File: src/rtl/scan_pkg.sv
// Shared constants for the scanout address generator.
// Assumes pixel depth codes follow the 3-bit register encoding (3 = 8 bpp).
package scan_pkg;
    localparam logic [2:0] DEPTH_8BPP = 3'd3;
    localparam int         PIX_W      = 8;
endpackage

File: src/rtl/scan_raster.sv
// Raster position counter: x/y plus the row byte offset y*width.
// Assumes adv_i is only asserted while width and height are nonzero.
module scan_raster #(
    parameter int DIM_W  = 12,
    parameter int ADDR_W = 24
) (
    input  logic              clk,
    input  logic              rst_n,
    input  logic              adv_i,
    input  logic [DIM_W-1:0]  width_i,
    input  logic [DIM_W-1:0]  height_i,
    output logic [DIM_W-1:0]  x_o,
    output logic [DIM_W-1:0]  y_o,
    output logic [ADDR_W-1:0] row_off_o,
    output logic              last_x_o,
    output logic              last_pix_o
);
    logic [DIM_W-1:0] x_q, y_q;
    logic [ADDR_W-1:0] row_q;
    logic [ADDR_W-1:0] width_ext;

    // Widen width for the row-offset accumulator.
    assign width_ext  = ADDR_W'(width_i);
    // End-of-line and end-of-frame detection (>= tolerates a shrinking width).
    assign last_x_o   = (x_q >= width_i - 1'b1);
    assign last_pix_o = last_x_o && (y_q >= height_i - 1'b1);

    // Advance position one pixel per acknowledge.
    always_ff @(posedge clk) begin
        if (!rst_n) begin
            x_q   <= '0;
            y_q   <= '0;
            row_q <= '0;
        end else if (adv_i) begin
            if (last_pix_o) begin
                x_q   <= '0;
                y_q   <= '0;
                row_q <= '0;
            end else if (last_x_o) begin
                x_q   <= '0;
                y_q   <= y_q + 1'b1;
                row_q <= row_q + width_ext;
            end else begin
                x_q   <= x_q + 1'b1;
            end
        end
    end

    assign x_o       = x_q;
    assign y_o       = y_q;
    assign row_off_o = row_q;
endmodule

File: src/rtl/scan_base.sv
// Frame base latch: samples the top offset as a frame's first pixel is consumed.
// Until then (fresh), the live top offset is used so pixel 0 agrees with the latch.
module scan_base #(
    parameter int ADDR_W = 24
) (
    input  logic              clk,
    input  logic              rst_n,
    input  logic [ADDR_W-1:0] top_i,
    input  logic              adv_i,
    input  logic              frame_done_i,
    output logic [ADDR_W-1:0] base_o
);
    logic              fresh_q;
    logic [ADDR_W-1:0] base_q;

    // Track whether the current frame has started, and latch its base.
    always_ff @(posedge clk) begin
        if (!rst_n) begin
            fresh_q <= 1'b1;
            base_q  <= '0;
        end else if (adv_i) begin
            if (frame_done_i) begin
                fresh_q <= 1'b1;
            end else if (fresh_q) begin
                fresh_q <= 1'b0;
                base_q  <= top_i;
            end
        end
    end

    assign base_o = fresh_q ? top_i : base_q;
endmodule

File: src/rtl/scan_irq.sv
// Level frame interrupt: set on frame completion, cleared by a register write.
// A set on the same edge as a clear wins.
module scan_irq (
    input  logic clk,
    input  logic rst_n,
    input  logic set_i,
    input  logic clr_i,
    output logic irq_o
);
    // Hold the interrupt level between set and clear.
    always_ff @(posedge clk) begin
        if (!rst_n)     irq_o <= 1'b0;
        else if (set_i) irq_o <= 1'b1;
        else if (clr_i) irq_o <= 1'b0;
    end
endmodule

File: src/rtl/scan_addr_gen.sv
// Panned scanout address generator for an 8 bpp frame store.
// Assumes one pixel per pix_adv_i acknowledge and single-byte pixels.
module scan_addr_gen
    import scan_pkg::*;
#(
    parameter int DIM_W  = 12,
    parameter int ADDR_W = 24
) (
    input  logic              clk,
    input  logic              rst_n,
    input  logic [DIM_W-1:0]  width_i,
    input  logic [DIM_W-1:0]  height_i,
    input  logic [ADDR_W-1:0] top_i,
    input  logic [2:0]        depth_i,
    input  logic              blank_i,
    input  logic              pix_adv_i,
    input  logic              irq_clr_i,
    input  logic [PIX_W-1:0]  pix_data_i,
    output logic [ADDR_W-1:0] addr_o,
    output logic              addr_valid_o,
    output logic [DIM_W-1:0]  x_o,
    output logic [DIM_W-1:0]  y_o,
    output logic              sol_o,
    output logic              eof_o,
    output logic              pix_valid_o,
    output logic [PIX_W-1:0]  pix_o,
    output logic              irq_o
);
    logic              active, adv, last_x, last_pix, frame_done;
    logic [ADDR_W-1:0] row_off, base;

    // Scanout runs only with a nonzero raster.
    assign active     = (width_i != '0) && (height_i != '0);
    assign adv        = active && pix_adv_i;
    assign frame_done = adv && last_pix;

    scan_raster #(.DIM_W(DIM_W), .ADDR_W(ADDR_W)) u_raster (
        .clk(clk), .rst_n(rst_n), .adv_i(adv),
        .width_i(width_i), .height_i(height_i),
        .x_o(x_o), .y_o(y_o), .row_off_o(row_off),
        .last_x_o(last_x), .last_pix_o(last_pix)
    );

    scan_base #(.ADDR_W(ADDR_W)) u_base (
        .clk(clk), .rst_n(rst_n), .top_i(top_i), .adv_i(adv),
        .frame_done_i(frame_done), .base_o(base)
    );

    scan_irq u_irq (
        .clk(clk), .rst_n(rst_n), .set_i(frame_done),
        .clr_i(irq_clr_i), .irq_o(irq_o)
    );

    // Address and markers for the current pixel.
    always_comb begin
        addr_o       = base + row_off + ADDR_W'(x_o);
        addr_valid_o = active;
        sol_o        = active && (x_o == '0);
        eof_o        = active && last_pix;
    end

    // Pixel gating by depth and force-blank.
    always_comb begin
        pix_valid_o = active && (depth_i == DEPTH_8BPP);
        pix_o       = (pix_valid_o && !blank_i) ? pix_data_i : '0;
    end
endmodule

File: config.mk
export PLATFORM = sky130hd
export DESIGN_NAME = scan_addr_gen
export DESIGN_NICKNAME = d
export VERILOG_FILES = /design/src/rtl/scan_pkg.sv /design/src/rtl/scan_raster.sv /design/src/rtl/scan_base.sv /design/src/rtl/scan_irq.sv /design/src/rtl/scan_addr_gen.sv
export SDC_FILE = /design/constraint.sdc
export NUM_CORES = 1
export LEC_CHECK = 0
export CORE_MARGIN = 3
export CORE_UTILIZATION = 40
export DETAILED_ROUTE_END_ITERATION = 10
export PLACE_DENSITY_LB_ADDON = 0.3
export SLEW_MARGIN = 15
export SYNTH_ARGS = -nofsm -noshare
export SYNTH_HDL_FRONTEND = slang
export SYNTH_HIERARCHICAL = 1
export SYNTH_SLANG_ARGS = --single-unit
File: constraint.sdc
create_clock -name clk -period 12.3 [get_ports clk]
set_input_delay 2.46 -clock clk [delete_from_list [all_inputs] [get_ports clk]]
set_output_delay 2.46 -clock clk [all_outputs]
set_load 0.05 [all_outputs]
==> metrics.log, run 1 <==
INFO  metric finalSetupTns = 0 ps
INFO  metric cts.repair.resized = 0
INFO  metric yosys_warnings = 6
INFO  metric post_synth.cell_area_avg = 8.57 um^2
INFO  metric synthCells = 754
INFO  metric routed-via-count = 5917
INFO  metric fmaxAchievable = 112 MHz
INFO  metric cts_post_setup_buffers_inserted = 0
INFO  metric holdBufCountCts = 0
INFO  metric slew_headroom = 36.2%
INFO  metric commonest_non_fill_non_tap_cell_in_the_layout = sky130_fd_sc_hd__clkdlybuf4s50_1
INFO  metric synthFlopType = sky130_fd_sc_hd__dfxtp_1
INFO  metric place.port_buffers = 124
INFO  metric cp.required = 9840 ps
INFO  metric ys_seq_elements = 74
INFO  metric worst_path_largest_cell_delay = 820 ps
INFO  metric cpMaxStageDelayCell = sky130_fd_sc_hd__clkdlybuf4s50_1
INFO  metric cts_tree = yes
INFO  metric leakage = 3.37 nW
INFO  metric floorplan.initialDensity = 41.7%
INFO  metric wl_per_cell = 15.5 um
INFO  metric worstSkewPairLatency = 350 ps
INFO  metric final-instance-count-excl-fill = 1084
INFO  metric finClkSkew = 9.22 ps
INFO  metric grt_antenna_before_repair = 0
INFO  metric die_w = 133 um
INFO  metric period_needed = 8930 ps
INFO  metric synth_enable_flop_cells = 0
INFO  metric gr-usage-all-layers = 18.7%
INFO  metric fp.dieArea = 17700 um^2
INFO  metric max_slew.worst_pin.slew = 953 ps
INFO  metric hpwl = 12800 um
INFO  metric cts_sinks = 74
INFO  metric totalWireLength = 16800 um
INFO  metric power.density_cell_area = 84.6 nW/um^2
INFO  metric worst_setup_hold_path_clk_slew = 50 ps
INFO  metric io-pin-count = 125
INFO  metric global_route_wire_length_before_repair = 27300 um
INFO  metric worst_slack = 3370 ps
INFO  metric post_synth_instance_area = 6460 um^2
INFO  metric clock_tree.htree_level_count = 3
INFO  metric core_area = 15500 um^2
INFO  metric route.detailed.drc = 0
INFO  metric num_antenna_cells = 0
INFO  metric globalRouteOverflowTotal = 0
INFO  metric detail-route-antenna-nets = 0
INFO  metric mostFrequentLayoutCells = sky130_fd_sc_hd__clkdlybuf4s50_1, sky130_fd_sc_hd__nand2_1, sky130_fd_sc_hd__dfxtp_1
INFO  metric post-place-cells = 1068
INFO  metric timing.final.hold_violations = 0
INFO  metric seq_area_frac_synth = 22.9%
INFO  metric via_count_of_the_first_global_routing_pass = 5537
INFO  metric setup-violations-final = 0
INFO  metric timing.final.crit_share = 72.6%
INFO  metric clock_path_buffers = 2
INFO  metric peakVddDrop = 62.5 uV
INFO  metric synth.net_count = 905
INFO  metric viasPerCell = 5.46
INFO  metric detail_route.first_pass.iterations = 5
INFO  metric endpoint_kind = output port
INFO  metric die_height = 133 um
INFO  metric finalMaxSlewViolations = 0
INFO  metric maxCapViolCount = 0
INFO  metric class_of_the_tightest_hold_or_removal_check = register to register
INFO  metric root_buffer = sky130_fd_sc_hd__clkbuf_16
INFO  metric post-place-ws = 3340 ps
INFO  metric worst_setup_path_start_kind = input port
INFO  metric std_cell_rows = 45
INFO  metric gp_congestion = 0.935
INFO  metric area_growth = 26.0%
INFO  metric finalHoldWorstSlack = 456 ps
INFO  metric proportion_of_synthesized_flip_flops_having_asynchronous_set_or_reset = 0%
INFO  metric path_cells = clkdlybuf4s50_1 > mux2_2 > fa_1 > ha_1 > inv_1 > fa_1 > nor2b_4 > o31a_1 > o31a_1 > nor4_2 > o21bai_1 > a21oi_1 > xnor2_1 > clkdlybuf4s50_1
INFO  metric outcome = finished clean
INFO  metric placed_standard_cell_area = 7840 um^2
INFO  metric fin_nets = 1019
INFO  metric drt_iter0_drc = 351
INFO  metric crit_path_arrival_time = 6470 ps
INFO  metric timing.critical_path.fanout_max = 3
INFO  metric grt_start_max_net_pins = 54
INFO  metric drive_gt1_share = 6.99%
INFO  metric timing_worst_setup_path_type = input port to output port
INFO  metric layout.cell_area.non_filler = 8140 um^2
INFO  metric post_synth_num_cell_types = 62
INFO  metric rsz0062_at_grt = false
INFO  metric num_cts_buffers = 9
-- through the flow --
step	power, W	util (%)
after floorplan	0.000366	-
after global placement	0.000425	50.7
after detailed placement	0.000426	50.7
after CTS	0.000694	52.6
after global routing	0.000719	52.6
final	0.000689	52.6
-- path summary, 6_finish.rpt --
kind / end / cells past startpoint / slack (ps) / start
setup / recovery: addr_o[21] / 14 / 3370 / top_i[1]
hold / removal: u_base/base_q[10]$_SDFFE_PN0P_ / 2 / 460 / u_base/base_q[10]$_SDFFE_PN0P_
setup reg to reg: u_base/base_q[3]$_SDFFE_PN0P_ / 12 / 9030 / u_raster/x_o[0]$_SDFFE_PN0P_
hold reg to reg: u_base/base_q[10]$_SDFFE_PN0P_ / 2 / 460 / u_base/base_q[10]$_SDFFE_PN0P_
-- power by group --
part	switching, W	internal (W)
Clock	0.000106	0.000162
Sequential	0.00000492	0.000246
Combinational	0.0000975	0.0000727
Total	0.000208	0.000480
-- registers in the layout, indices dropped and copies added, names as in the netlist --
signal / flops
u_base/fresh_q: 1
u_raster/x_o: 12
u_raster/row_off_o: 24
u_irq/irq_o: 1
u_raster/y_o: 12
u_base/base_q: 24
-- metal layers --
layer  vias up  share of wire [%]  track usage (%)  wire, um
li1       2998                  -                -         -
met1      2743                 48             26.3      8030
met2       161                 45             29.2      7500
met3        15                6.0             3.55      1010
met4         0                1.4             5.37       238
met5         -                  0                0         0
-- synthesized netlist by cell type (all sizes together) (13+ instances only) --
library cell	n	area, um^2
nand2	85	319
dfxtp	74	1480
ha	73	913
a21oi	53	269
nor2	50	188
xnor2	39	342
inv	30	113
mux2i	26	260
o21ai	26	138
mux2	24	270
xor2	23	201
a21o	19	143
nand4	18	113
buf	17	135
nor4	17	119
nand3	16	80.1
a22o	15	131
fa	14	280
o31ai	13	97.6
or4	13	97.6
-- final cells by class --
type / count / area [um^2]
clock buffers: 11 / 243
clock inverters: 5 / 53.8
fillers: 1492 / 7340
inverters: 30 / 113
multi-input cells: 622 / 4700
flip-flops and latches: 74 / 1480
well taps: 211 / 264
repair buffers: 131 / 1290
-- critical path, delay by kind of cell --
kind | cells | cell delay (ps)
AO/OA/AOI/OAI | 4 | 900
XOR/XNOR | 1 | 140
adder cells (fa/ha/maj) | 3 | 920
buffers and inverters | 3 | 1330
multiplexers | 1 | 290
AND/OR/NAND/NOR | 2 | 430
-- cell families after synthesis --
group                    synth area share, %
AO/OA/AOI/OAI                           17.9
flip-flops                              22.9
XOR/XNOR                                8.40
multiplexers                            8.21
adder cells (fa/ha/maj)                 18.5
buffers and inverters                   4.47
AND/OR/NAND/NOR                         19.6
(Power assumes the default switching activity.)
==> run 2, diff against run 1 <==
==> constraint.sdc (replaced) <==
create_clock -name clk -period 9.18 [get_ports clk]
set_input_delay 1.836 -clock clk [delete_from_list [all_inputs] [get_ports clk]]
set_output_delay 1.836 -clock clk [all_outputs]
set_load 0.05 [all_outputs]
==> run 2 against run 1 <==
- combinational power is 34% higher
- sequential power increased by 34%
- cell count did not move
- design area fell by 0.31%
- non-clock buffer count stayed put
- power rose by 29%
- via count is 0.12% lower
- clock skew rose by 1.4 ps
- sequential share of layout area grew 0.056 points
- global-route usage up 0.13 points
- critical path depth did not move
- critical path type unchanged
- core utilization down 0.16 points
==> metrics.log, run 2 (synthesis gave the netlist of run 1 again) <==
INFO  metric outcome = finished clean
INFO  metric endpoint_kind = output port
INFO  metric grt_start_max_net_pins = 54
INFO  metric cp.required = 7340 ps
INFO  metric cts_post_setup_buffers_inserted = 0
INFO  metric fin_nets = 1019
INFO  metric worstSkewPairLatency = 340 ps
INFO  metric routed-via-count = 5910
INFO  metric setup-violations-final = 0
INFO  metric timing.final.hold_violations = 0
INFO  metric routed.top_layer = met4
INFO  metric timing_worst_setup_path_type = input port to output port
INFO  metric path_cells = clkdlybuf4s50_1 > mux2_2 > fa_1 > ha_1 > inv_1 > fa_1 > nor2b_4 > o31a_1 > o31a_1 > nor4_2 > o21ai_1 > a21o_1 > xnor2_1 > clkdlybuf4s50_1
INFO  metric holdPathStages = 2
INFO  metric reg2regPathDepth = 12
INFO  metric viasPerCell = 5.45
INFO  metric reg2reg_to = u_base/base_q[12]$_SDFFE_PN0P_
INFO  metric period_needed = 7700 ps
INFO  metric route.met2.wl = 7410 um
INFO  metric crit_path_end = addr_o[23]
INFO  metric detail-route-antenna-nets = 0
INFO  metric crit_path_arrival_time = 5860 ps
INFO  metric gp_congestion = 0.934
INFO  metric hpwl = 12900 um
INFO  metric globalRouteOverflowTotal = 0
INFO  metric area_growth = 25.6%
INFO  metric class_of_the_tightest_hold_or_removal_check = register to register
INFO  metric worst_setup_hold_path_clk_slew = 60 ps
INFO  metric finalSetupTns = 0 ps
INFO  metric finalPower = 0.000888 W
INFO  metric worst-r2r-setup-slack = 5870 ps
INFO  metric cts_sinks = 74
INFO  metric global_route_wire_length_before_repair = 27600 um
INFO  metric root_buffer = sky130_fd_sc_hd__clkbuf_16
INFO  metric timing.critical_path.fanout_max = 3
INFO  metric slew_headroom = 40.5%
INFO  metric max_slew.worst_pin.slew = 889 ps
INFO  metric drt_iter0_drc = 363
INFO  metric post-place-cells = 1068
INFO  metric grt_antenna_before_repair = 0
INFO  metric core_area = 15500 um^2
INFO  metric clock_tree.htree_level_count = 3
INFO  metric num_cts_buffers = 9
INFO  metric std_cell_rows = 45
INFO  metric timing.final.crit_share = 83.9%
INFO  metric wl_per_cell = 15.5 um
INFO  metric die_w = 133 um
INFO  metric peakVddDrop = 82.7 uV
INFO  metric fmaxAchievable = 130 MHz
INFO  metric rsz0062_at_grt = false
INFO  metric io-pin-count = 125
INFO  metric worst_path_largest_cell_delay = 820 ps
INFO  metric power.density_cell_area = 109 nW/um^2
INFO  metric finalMaxSlewViolations = 0
INFO  metric leakage = 3.35 nW
INFO  metric detail_route.first_pass.iterations = 7
INFO  metric die_height = 133 um
INFO  metric fp.dieArea = 17700 um^2
INFO  metric clock_path_buffers = 2
INFO  metric reg2reg_from = u_raster/x_o[0]$_SDFFE_PN0P_
INFO  metric final-instance-count-excl-fill = 1084
INFO  metric drive_gt1_share = 6.99%
INFO  metric num_antenna_cells = 0
INFO  metric worst_setup_path_start_kind = input port
INFO  metric totalWireLength = 16800 um
INFO  metric critPathLaunch = top_i[1]
INFO  metric cts.repair.resized = 0
INFO  metric cpMaxStageDelayCell = sky130_fd_sc_hd__clkdlybuf4s50_1
INFO  metric routedLengthMet1 = 8170 um
INFO  metric place.port_buffers = 124
INFO  metric maxCapViolCount = 0
INFO  metric finClkSkew = 10.6 ps
INFO  metric gr-usage-all-layers = 18.8%
INFO  metric commonest_non_fill_non_tap_cell_in_the_layout = sky130_fd_sc_hd__clkdlybuf4s50_1
INFO  metric cts_tree = yes
INFO  metric floorplan.initialDensity = 41.7%
INFO  metric holdBufCountCts = 0
INFO  metric via_count_of_the_first_global_routing_pass = 5564
INFO  metric route.detailed.drc = 0
INFO  metric mostFrequentLayoutCells = sky130_fd_sc_hd__clkdlybuf4s50_1, sky130_fd_sc_hd__nand2_1, sky130_fd_sc_hd__dfxtp_1
INFO  metric met3_length = 960 um
-- run 2: per-stage QoR --
step	area, um^2	util [%]	worst slack, ps	hold slack (ps)
2_1_floorplan	6460	-	2320	432
3_3_place_gp	7840	50.7	1520	440
3_5_place_dp	7840	50.7	1450	445
4_1_cts	8120	52.4	1440	456
5_1_grt	8120	52.4	1290	472
6_report	8120	52.4	1480	456
-- run 2: final cells by class --
cell class / count / area (um^2)
inverters: 30 / 113
clock inverters: 6 / 42.5
flip-flops and latches: 74 / 1480
repair buffers: 131 / 1290
multi-input cells: 622 / 4700
fillers: 1461 / 7370
clock buffers: 10 / 229
well taps: 211 / 264
-- run 2: routing by layer --
layer  global-route usage, %  vias up
li1                        -     2990
met1                    26.9     2724
met2                    29.4      179
met3                    3.70       17
met4                    4.11        0
met5                       0        -
-- run 2: report_power, final --
part           internal [W]  switching [W]
sequential         0.000329     0.00000798
clock              0.000183       0.000140
combinational     0.0000976       0.000130
total              0.000610       0.000278
-- run 2: worst min-delay path by stage --
stage / from / endpoint
floorplan: u_base/base_q[0]$_SDFFE_PN0P_ / u_base/base_q[0]$_SDFFE_PN0P_
finish: u_base/base_q[11]$_SDFFE_PN0P_ / u_base/base_q[11]$_SDFFE_PN0P_
CTS: u_base/base_q[11]$_SDFFE_PN0P_ / u_base/base_q[11]$_SDFFE_PN0P_
global route: u_base/base_q[0]$_SDFFE_PN0P_ / u_base/base_q[0]$_SDFFE_PN0P_
global placement: u_base/base_q[8]$_SDFFE_PN0P_ / u_base/base_q[8]$_SDFFE_PN0P_
detailed placement: u_base/base_q[11]$_SDFFE_PN0P_ / u_base/base_q[11]$_SDFFE_PN0P_
-- run 2: critical path: cells and delay by family --
kind	cells	cell delay, ps
AND/OR/NAND/NOR	2	440
buffers and inverters	3	1330
AO/OA/AOI/OAI	4	910
XOR/XNOR	1	150
multiplexers	1	290
adder cells (fa/ha/maj)	3	920
==> run 3, diff against run 2 <==
==> constraint.sdc (replaced) <==
create_clock -name clk -period 7.6 [get_ports clk]
set_input_delay 1.52 -clock clk [delete_from_list [all_inputs] [get_ports clk]]
set_output_delay 1.52 -clock clk [all_outputs]
set_load 0.05 [all_outputs]
==> run 3 against run 2 <==
- sequential share of layout area is 0.18 points lower
- sequential cell count stayed put
- first-iteration DRC count is 20% lower
- register-to-register slack worse by 1500 ps
- clock power is 55% higher
- sequential power is 20% higher
- count of clock-buffer cells in the layout stayed put
- die area stayed put
- non-clock buffer count stayed put
- clock skew is 2.9 ps higher
- critical endpoint unchanged
- largest cell class unchanged
- largest power group is now clock
==> metrics.log, run 3 (synthesis gave the netlist of run 1 again) <==
INFO  metric hpwl = 12900 um
INFO  metric class_of_the_tightest_hold_or_removal_check = register to register
INFO  metric std_cell_rows = 45
INFO  metric cts_sinks = 74
INFO  metric fp.dieArea = 17700 um^2
INFO  metric num_cts_buffers = 9
INFO  metric core_area = 15500 um^2
INFO  metric timing_worst_setup_path_type = input port to output port
INFO  metric floorplan.initialDensity = 41.7%
INFO  metric finalSetupTns = 0 ps
INFO  metric route.detailed.drc = 0
INFO  metric routed-via-count = 5900
INFO  metric drt_iter0_drc = 291
INFO  metric cts_tree = yes
INFO  metric finalPower = 0.00118 W
INFO  metric io-pin-count = 125
INFO  metric endpoint_kind = output port
INFO  metric via_count_of_the_first_global_routing_pass = 5469
INFO  metric wl_per_cell = 15.5 um
INFO  metric gp_congestion = 0.916
INFO  metric cts_post_setup_buffers_inserted = 0
INFO  metric viasPerCell = 5.44
INFO  metric worst_setup_hold_path_clk_slew = 60 ps
INFO  metric totalWireLength = 16800 um
INFO  metric cp.required = 6080 ps
INFO  metric gr-usage-all-layers = 18.3%
INFO  metric area_growth = 26.8%
INFO  metric leakage = 3.40 nW
INFO  metric peakVddDrop = 94.0 uV
INFO  metric power.density_cell_area = 144 nW/um^2
INFO  metric crit_path_arrival_time = 5510 ps
INFO  metric grt_antenna_before_repair = 0
INFO  metric grt-busiest-layer = met2
INFO  metric clock_tree.htree_level_count = 3
INFO  metric max_slew.worst_pin.slew = 939 ps
INFO  metric clock_path_buffers = 2
INFO  metric detail_route.first_pass.iterations = 5
INFO  metric finalMaxSlewViolations = 0
INFO  metric finClkSkew = 13.5 ps
INFO  metric holdBufCountCts = 0
INFO  metric rsz0062_at_grt = false
INFO  metric cts.repair.resized = 0
INFO  metric detail-route-antenna-nets = 0
INFO  metric groute.layer.met1.usage = 25.4%
INFO  metric slew_headroom = 37.1%
INFO  metric maxCapViolCount = 0
INFO  metric global_route_wire_length_before_repair = 26900 um
INFO  metric fmaxAchievable = 142 MHz
INFO  metric mostFrequentLayoutCells = sky130_fd_sc_hd__clkdlybuf4s50_1, sky130_fd_sc_hd__nand2_1, sky130_fd_sc_hd__dfxtp_1
INFO  metric fillerInstances = 1465
INFO  metric drive_gt1_share = 7.10%
INFO  metric multiInputGateArea = 4700 um^2
INFO  metric fin_nets = 1019
INFO  metric place.port_buffers = 124
INFO  metric period_needed = 7030 ps
INFO  metric setup-violations-final = 0
INFO  metric timing.final.hold_violations = 0
INFO  metric grt_use_met3 = 3.78%
INFO  metric globalRouteOverflowTotal = 0
INFO  metric die_w = 133 um
INFO  metric timing.critical_path.fanout_max = 3
INFO  metric ff_latch_area = 1480 um^2
INFO  metric num_antenna_cells = 0
INFO  metric worstSkewPairLatency = 340 ps
INFO  metric outcome = finished clean
INFO  metric grt_start_max_net_pins = 54
INFO  metric root_buffer = sky130_fd_sc_hd__clkbuf_16
INFO  metric worst_setup_path_start_kind = input port
INFO  metric timing.final.crit_share = 92.4%
INFO  metric use_met2 = 29.5%
INFO  metric die_height = 133 um
INFO  metric commonest_non_fill_non_tap_cell_in_the_layout = sky130_fd_sc_hd__clkdlybuf4s50_1
## run 3: changes by cell type in the layout (fill, tap and decap cells not counted)
cell / change
sky130_fd_sc_hd__clkinvlp_4: -2
sky130_fd_sc_hd__clkbuf_8: +1
sky130_fd_sc_hd__clkbuf_1: -1
sky130_fd_sc_hd__bufinv_16: +3
sky130_fd_sc_hd__clkinv_2: -1
## run 3: path summary, 6_finish.rpt
kind	start	end	slack, ps	cells after the start
worst max-delay path	top_i[1]	addr_o[23]	570	14
worst min-delay path	u_base/base_q[3]$_SDFFE_PN0P_	u_base/base_q[3]$_SDFFE_PN0P_	450	2
worst max register to register	u_raster/x_o[0]$_SDFFE_PN0P_	u_base/base_q[5]$_SDFFE_PN0P_	4410	12
worst min register to register	u_base/base_q[3]$_SDFFE_PN0P_	u_base/base_q[3]$_SDFFE_PN0P_	450	2
## run 3: critical path, cell delays in order
cell	delay, ps
sky130_fd_sc_hd__clkdlybuf4s50_1	420
sky130_fd_sc_hd__mux2_2	280
sky130_fd_sc_hd__fa_1	440
sky130_fd_sc_hd__ha_1	240
sky130_fd_sc_hd__inv_1	70
sky130_fd_sc_hd__fa_1	240
sky130_fd_sc_hd__nor2b_4	50
sky130_fd_sc_hd__o31a_1	270
sky130_fd_sc_hd__o31a_1	300
sky130_fd_sc_hd__nor4_2	380
sky130_fd_sc_hd__o21ai_1	130
sky130_fd_sc_hd__a21o_1	200
sky130_fd_sc_hd__xnor2_1	140
sky130_fd_sc_hd__clkdlybuf4s50_1	810
## run 3: report_power, final
group / leakage [nW] / internal [W] / switching, W
clock network: 0.173 / 0.000331 / 0.000171
logic: 2.62 / 0.000118 / 0.000157
registers: 0.600 / 0.000398 / 0.00000868
total: 3.40 / 0.000846 / 0.000338
## run 3: cell type report
type	instances	area share (%)
multi-input combinational	622	57.3
sequential	74	18.1
timing repair buffer	131	15.7
tap	211	3.22
clock buffer	10	2.92
clock inverter	6	1.37
inverter	30	1.37
## run 3: metal layers
layer	share of wire (%)	wire length, um
met2	45	7500
met5	0	0
met3	6.5	1090
met1	48	8040
met4	0.84	140
## run 3: metrics by stage
| step | hold WS [ps] | setup WS [ps] | area (um^2) | instances | util [%] |
|---|---|---|---|---|---|
| final | 455 | 575 | 8200 | 1084 | 52.9 |
| after global routing | 463 | 304 | 8200 | 1084 | 52.9 |
| after CTS | 458 | 533 | 8200 | 1084 | 52.9 |
| after detailed placement | 447 | 555 | 7840 | 1068 | 50.7 |
| after global placement | 442 | 572 | 7840 | 1068 | 50.7 |
| after floorplan | 432 | 1370 | 6460 | 754 | - |
